==> config.mk <==
export PLATFORM = sky130hd
export DESIGN_NAME = mpr_readout
export DESIGN_NICKNAME = d
export VERILOG_FILES = /design/src/rtl/mpr_pkg.sv /design/src/rtl/mpr_mr3_cfg.sv /design/src/rtl/mpr_pattern_rom.sv /design/src/rtl/mpr_burst_seq.sv /design/src/rtl/mpr_readout.sv
export SDC_FILE = /design/constraint.sdc
export NUM_CORES = 1
export LEC_CHECK = 0
export BUFFER_PORTS_ARGS = -buffer_cell sky130_fd_sc_hd__buf_2
export CAP_MARGIN = 10
export CORE_ASPECT_RATIO = 1.2
export CORE_UTILIZATION = 35
export DETAILED_ROUTE_END_ITERATION = 8
export PLACE_DENSITY = 0.59
export RECOVER_POWER = 25
export SLEW_MARGIN = 30
export SYNTH_ARGS = -nofsm -noshare
export SYNTH_HDL_FRONTEND = slang
export SYNTH_SLANG_ARGS = --single-unit
==> constraint.sdc <==
create_clock -name clk -period 4 [get_ports clk]
set_input_delay 0.4 -clock clk [delete_from_list [all_inputs] [get_ports clk]]
set_output_delay 0.4 -clock clk [all_outputs]
set_load 0.02 [all_outputs]
==> src/rtl/mpr_pkg.sv <==
package mpr_pkg;
  localparam int LOC_W = 2;
  localparam logic [LOC_W-1:0] LOC_CAL = '0;

  typedef struct packed {
    logic             en;
    logic [LOC_W-1:0] loc;
  } mr3_cfg_t;
endpackage

==> src/rtl/mpr_mr3_cfg.sv <==
module mpr_mr3_cfg
  import mpr_pkg::*;
(
  input  logic      clk,
  input  logic      rst,
  input  logic      wr,
  input  mr3_cfg_t  wr_cfg,
  input  logic      hold,
  output mr3_cfg_t  eff_cfg
);
  mr3_cfg_t cfg_q, pend_q;
  logic     pend_v;

  // a held write is visible to a read in the cycle it is due to apply
  assign eff_cfg = pend_v ? pend_q : cfg_q;

  always_ff @(posedge clk) begin
    if (rst) begin
      cfg_q  <= '0;
      pend_q <= '0;
      pend_v <= 1'b0;
    end else if (!hold) begin
      if (wr)          cfg_q <= wr_cfg;
      else if (pend_v) cfg_q <= pend_q;
      pend_v <= 1'b0;
    end else if (wr) begin
      pend_q <= wr_cfg;
      pend_v <= 1'b1;
    end
  end

  p_cfg_frozen_r9: assert property (@(posedge clk) disable iff (rst)
    hold |=> $stable(cfg_q));
  p_cfg_queued_r9: assert property (@(posedge clk) disable iff (rst)
    hold && wr |=> pend_v && pend_q == $past(wr_cfg));
endmodule

==> src/rtl/mpr_pattern_rom.sv <==
module mpr_pattern_rom
  import mpr_pkg::*;
#(
  parameter int BEATS = 8,
  parameter logic [BEATS-1:0] CAL_PATTERN = {(BEATS/2){2'b10}}
)(
  input  logic [LOC_W-1:0]         loc,
  input  logic [$clog2(BEATS)-1:0] beat,
  output logic                     bit_o
);
  localparam int NUM_LOC = 1 << LOC_W;

  logic [BEATS-1:0] loc_pat [NUM_LOC];

  for (genvar g = 0; g < NUM_LOC; g++) begin : g_loc
    if (g == int'(LOC_CAL)) begin : g_cal
      assign loc_pat[g] = CAL_PATTERN;
    end else begin : g_rsv
      assign loc_pat[g] = '0;
    end
  end

  assign bit_o = loc_pat[loc][beat];
endmodule

==> src/rtl/mpr_burst_seq.sv <==
module mpr_burst_seq
  import mpr_pkg::*;
#(
  parameter int BEATS  = 8,
  parameter int RD_LAT = 4
)(
  input  logic                     clk,
  input  logic                     rst,
  input  logic                     start,
  input  logic                     start_bc4,
  input  logic                     start_col2,
  input  logic [LOC_W-1:0]         start_loc,
  input  logic                     rom_bit,
  output logic                     busy,
  output logic [$clog2(BEATS)-1:0] beat_idx,
  output logic [LOC_W-1:0]         cur_loc,
  output logic                     dq_valid,
  output logic                     dq_bit
);
  localparam int BW   = $clog2(BEATS);
  localparam int HALF = BEATS / 2;
  localparam int PW   = $clog2(RD_LAT + BEATS + 1);

  logic [PW-1:0] pos_q, rel, last_rel, run_q;
  logic [BW-1:0] base_q;
  logic          bc4_q, in_data, last_beat;

  assign rel       = pos_q - PW'(RD_LAT - 1);
  assign in_data   = pos_q >= PW'(RD_LAT - 1);
  assign last_rel  = bc4_q ? PW'(HALF - 1) : PW'(BEATS - 1);
  assign last_beat = in_data && (rel == last_rel);
  assign beat_idx  = base_q + rel[BW-1:0];

  always_ff @(posedge clk) begin
    if (rst) begin
      busy     <= 1'b0;
      pos_q    <= '0;
      bc4_q    <= 1'b0;
      base_q   <= '0;
      cur_loc  <= '0;
      dq_valid <= 1'b0;
      dq_bit   <= 1'b0;
    end else if (busy) begin
      pos_q    <= pos_q + 1'b1;
      dq_valid <= in_data;
      dq_bit   <= in_data & rom_bit;
      if (last_beat) busy <= 1'b0;
    end else begin
      dq_valid <= 1'b0;
      dq_bit   <= 1'b0;
      if (start) begin
        busy    <= 1'b1;
        pos_q   <= '0;
        bc4_q   <= start_bc4;
        base_q  <= (start_bc4 && start_col2) ? BW'(HALF) : '0;
        cur_loc <= start_loc;
      end
    end
  end

  always_ff @(posedge clk) begin
    if (rst)           run_q <= '0;
    else if (dq_valid) run_q <= run_q + 1'b1;
    else               run_q <= '0;
  end

  p_quiet_r11: assert property (@(posedge clk) disable iff (rst)
    !dq_valid |-> !dq_bit);
  p_burst_len_r3: assert property (@(posedge clk) disable iff (rst)
    dq_valid |-> run_q < PW'(BEATS));
  p_no_restart_r8: assert property (@(posedge clk) disable iff (rst)
    busy |=> (!busy || pos_q == $past(pos_q) + 1'b1));
endmodule

==> src/rtl/mpr_readout.sv <==
module mpr_readout
  import mpr_pkg::*;
#(
  parameter int BEATS  = 8,
  parameter int RD_LAT = 4
)(
  input  logic             clk,
  input  logic             rst,
  input  logic             mrs_valid,
  input  logic             mrs_mpr_en,
  input  logic [LOC_W-1:0] mrs_loc,
  input  logic             rd_valid,
  input  logic             rd_bc4,
  input  logic             rd_col2,
  output logic             dq_valid,
  output logic             dq_bit,
  output logic             rsv_err
);
  localparam int BW = $clog2(BEATS);

  mr3_cfg_t         wr_cfg, eff_cfg;
  logic             busy, accept, rom_bit;
  logic [BW-1:0]    beat_idx;
  logic [LOC_W-1:0] cur_loc;

  assign wr_cfg = '{en: mrs_mpr_en, loc: mrs_loc};
  assign accept = rd_valid && !busy && eff_cfg.en;

  mpr_mr3_cfg u_cfg (
    .clk     (clk),
    .rst     (rst),
    .wr      (mrs_valid),
    .wr_cfg  (wr_cfg),
    .hold    (busy),
    .eff_cfg (eff_cfg)
  );

  mpr_pattern_rom #(.BEATS(BEATS)) u_rom (
    .loc   (cur_loc),
    .beat  (beat_idx),
    .bit_o (rom_bit)
  );

  mpr_burst_seq #(.BEATS(BEATS), .RD_LAT(RD_LAT)) u_seq (
    .clk        (clk),
    .rst        (rst),
    .start      (accept),
    .start_bc4  (rd_bc4),
    .start_col2 (rd_col2),
    .start_loc  (eff_cfg.loc),
    .rom_bit    (rom_bit),
    .busy       (busy),
    .beat_idx   (beat_idx),
    .cur_loc    (cur_loc),
    .dq_valid   (dq_valid),
    .dq_bit     (dq_bit)
  );

  always_ff @(posedge clk) begin
    if (rst)                                  rsv_err <= 1'b0;
    else if (accept && eff_cfg.loc != LOC_CAL) rsv_err <= 1'b1;
  end

  p_off_ignored_r2: assert property (@(posedge clk) disable iff (rst)
    rd_valid && !busy && !eff_cfg.en |=> !busy);
  p_err_sticky_r7: assert property (@(posedge clk) disable iff (rst)
    rsv_err |=> rsv_err);
  p_err_cause_r7: assert property (@(posedge clk) disable iff (rst)
    $rose(rsv_err) |-> $past(rd_valid));
  p_rsv_zero_r7: assert property (@(posedge clk) disable iff (rst)
    dq_valid && cur_loc != LOC_CAL |-> !dq_bit);
endmodule

==> flow_summary_export.csv <==
group,metric,value,unit
setup_path,cp.arrival,1.67,ns
logic_synthesis,synth_cell_types,35,
final_layout,area_growth,11.8,%
sta,rsz0062_at_grt,"false",
global_route,antenna_found_initial,0,
sta,period_needed,1.49,ns
clocking,cts.clk_slew.worst_paths,0.10,ns
detailed_routing,finalWirelength,1.61,mm
clocking,cts_resized,0,
logic_synthesis,yosys.area.top_type_share,43.0,%
power,vdd_drop_max,0.000323,V
worst_hold_path,hp-start,"rd_bc4",
global_route,grt.total_usage,14.5,%
clocking,clockBufferDepth,2,
floorplan,rows,19,
clocking,root_buffer,"clkbuf_4",
final_layout,layout.cells.most_common,"dfxtp_1",
placement,routabilityCongestion,0.716,
run,maxCapViolations,0,
sta,hold_viol,0,
detailed_routing,avgRoutedWirePerCell,12.3,um
sta,max_slew_margin,58.4,%
sta,max_freq,0.672,GHz
sta,fin_ws,2.51,ns
clocking,cts_inserted_buffers,3,
setup_path,start_kind,"flip-flop",
final_layout,diodes,0,
sta,tns,0,ns
global_route,grt_first_pass_wirelength,2.75,mm
setup_path,crit_fanout,6,
floorplan,core,2280,sq um
clocking,htreeDepth,1,
setup_path,endpoint_kind,"flip-flop",
worst_hold_path,hold_class,"input pin to flip-flop",
setup_path,crit_start,"u_seq.pos_q[0]",
outcome,outcome,"finished, final reports clean",
final_layout,final_cell_mix,"18 x dfxtp_1, 11 x a21oi_1, 8 x buf_2",
final_layout,fillers,232,
setup_path,cp_slowest_cell,"or3b_2",
floorplan,die_h,55.6,um
clocking,holdBufCountCts,0,
detailed_routing,vias,660,
detailed_routing,drtPass1Iterations,4,
setup_path,rrSetupSlack,2.51,ns
setup_path,required,4.18,ns
logic_synthesis,ys_seq_elements,18,
clocking,cts_num_sinks,18,
logic_synthesis,syn_area,837,sq um
logic_synthesis,synth_fp_nets,101,
power,leakage,0.352,nW
detailed_routing,viasPerCell,5.04,
global_route,grt_max_degree,18,
sta,setup_viol_count_final,0,
logic_synthesis,yosysWarnings,0,
setup_path,r2r_cells,4,
power,pwr_density_cell,369,nW/um^2
setup_path,crit_path_max_incr_delay,0.45,ns
setup_path,worstReg2RegEnd,"u_seq.busy",
floorplan,die_w,46.6,um
setup_path,path_class,"flip-flop to flip-flop",
logic_synthesis,ys_seq_area_share,43.0,%
worst_hold_path,hold_end,"u_seq.bc4_q",
sta,worst_pin_slew,0.622,ns
final_layout,seq_area,360,sq um
clocking,cts_tree,"yes",
logic_synthesis,syn_inst,90,
setup_path,r2r_start,"u_seq.pos_q[0]",
floorplan,io_pins,12,
final_layout,drive_gt1_share,18.0,%
final_layout,finalNetCount,112,
logic_synthesis,syn_area_per_cell,9.30,sq um
floorplan,dieArea,2590,sq um
floorplan,start_util,36.7,%
final_layout,multi_input_area,438,sq um
detailed_routing,drc,0,
sta,hold_ws,0.360,ns
worst_hold_path,hold_depth,3,
sta,skew,0.00373,ns
clocking,clock_latency,0.30,ns
sta,final_max_slew_viol_count,0,
detailed_routing,drt_first_iter_violations,9,
global_route,grt_overflow,0,
placement,io_buffers,10,
clocking,post-cts-setup-buffers,0,
logic_synthesis,yosys-top-cells-area,"dfxtp_1 43%, a21oi_1 6.6%, nor3_1 4.2%, mux2i_1 3.6%, ha_1 3.0%",
sta,period_share,37.2,%
detailed_routing,antenna_left,0,
global_route,grt_pass1_vias,633,
setup_path,path_cells,"ha_1 > or3b_2 > a2bb2oi_1 > a311oi_1",
placement,dp_hpwl,1.17,mm
placement,place_ws,2.52,ns
logic_synthesis,synth_top_area_cell,"dfxtp_1",
synth_stat cells:
master / count
nand3_1: 4
a211oi_4: 1
dfxtp_1: 18
a311oi_1: 1
o221a_2: 1
nor2b_1: 2
mux2_4: 1
inv_1: 4
nand2b_1: 2
and2_1: 1
nand2_1: 6
o21ai_0: 1
o31ai_1: 1
a22o_1: 1
o22ai_1: 2
ha_1: 2
nor2_1: 4
nor3_1: 7
nand4_1: 1
nor3b_1: 1
xor2_1: 1
nor4b_1: 1
mux2i_1: 3
xnor2_1: 1
o2bb2ai_1: 1
buf_6: 1
a21oi_1: 11
o2111ai_1: 1
or3b_2: 1
mux2_2: 2
clkbuf_1: 2
or2_2: 1
a2bb2oi_1: 1
mux2_1: 1
buf_2: 1
worst max-delay path, delay by kind of cell (launching register included):
| family | cells | cell delay, ns |
|---|---|---|
| compound gates | 2 | 0.29 |
| flops | 1 | 0.38 |
| simple gates | 1 | 0.45 |
| fa+ha+maj | 1 | 0.26 |
per-layer routing:
metal / global-route usage, % / wire [um]
met5: 0 / 0
met4: 3.67 / 10
met3: 6.17 / 71
met2: 23.2 / 726
met1: 17.6 / 797
registers in the layout, indices dropped and copies added (netlist names):
name            count
u_cfg.cfg_q         3
u_seq.pos_q         4
u_seq.dq_valid      1
u_seq.cur_loc       2
u_seq.busy          1
rsv_err             1
u_seq.dq_bit        1
u_cfg.pend_q        3
u_seq.bc4_q         1
u_cfg.pend_v        1
how the worst max path moves through the flow:
stage / slack, ns / depth (start not counted) / end
global route: 2.40 / 3 / u_seq.dq_bit
floorplan: 2.63 / 4 / u_seq.busy
detailed placement: 2.52 / 4 / u_seq.busy
CTS: 2.50 / 4 / u_seq.busy
global placement: 2.53 / 4 / u_seq.busy
finish: 2.51 / 4 / u_seq.busy
through the flow:
step                      instances  area [sq um]  utilization (%)  power [mW]
final                           131           936             41.0       0.346
after global routing            131           936             41.0       0.363
after detailed placement        127           902             39.5       0.235
after CTS                       131           938             41.1       0.351
after floorplan                  90           837                -       0.224
after global placement          127           902             39.5       0.234
final cells by class:
cell class | instances | share of cell area [%]
multi-input cells | 64 | 46.8
flip-flops and latches | 18 | 38.5
repair buffers | 10 | 5.08
well taps | 31 | 4.14
clock buffers | 4 | 3.88
inverters | 4 | 1.60
logic make-up after synthesis:
family          after synthesis  synth area share [%]
simple gates                 31                  19.3
compound gates               22                  18.5
fa+ha+maj                     2                  2.99
xor+xnor                      2                  2.09
flops                        18                  43.0
buf+inv                       8                  4.63
mux                           7                  9.42
where the power goes:
| group | internal (mW) | total, mW | switching (mW) |
|---|---|---|---|
| Clock | 0.0555 | 0.115 | 0.0592 |
| Sequential | 0.186 | 0.194 | 0.00816 |
| Combinational | 0.0168 | 0.0369 | 0.0201 |
(Power assumes the default switching activity.)
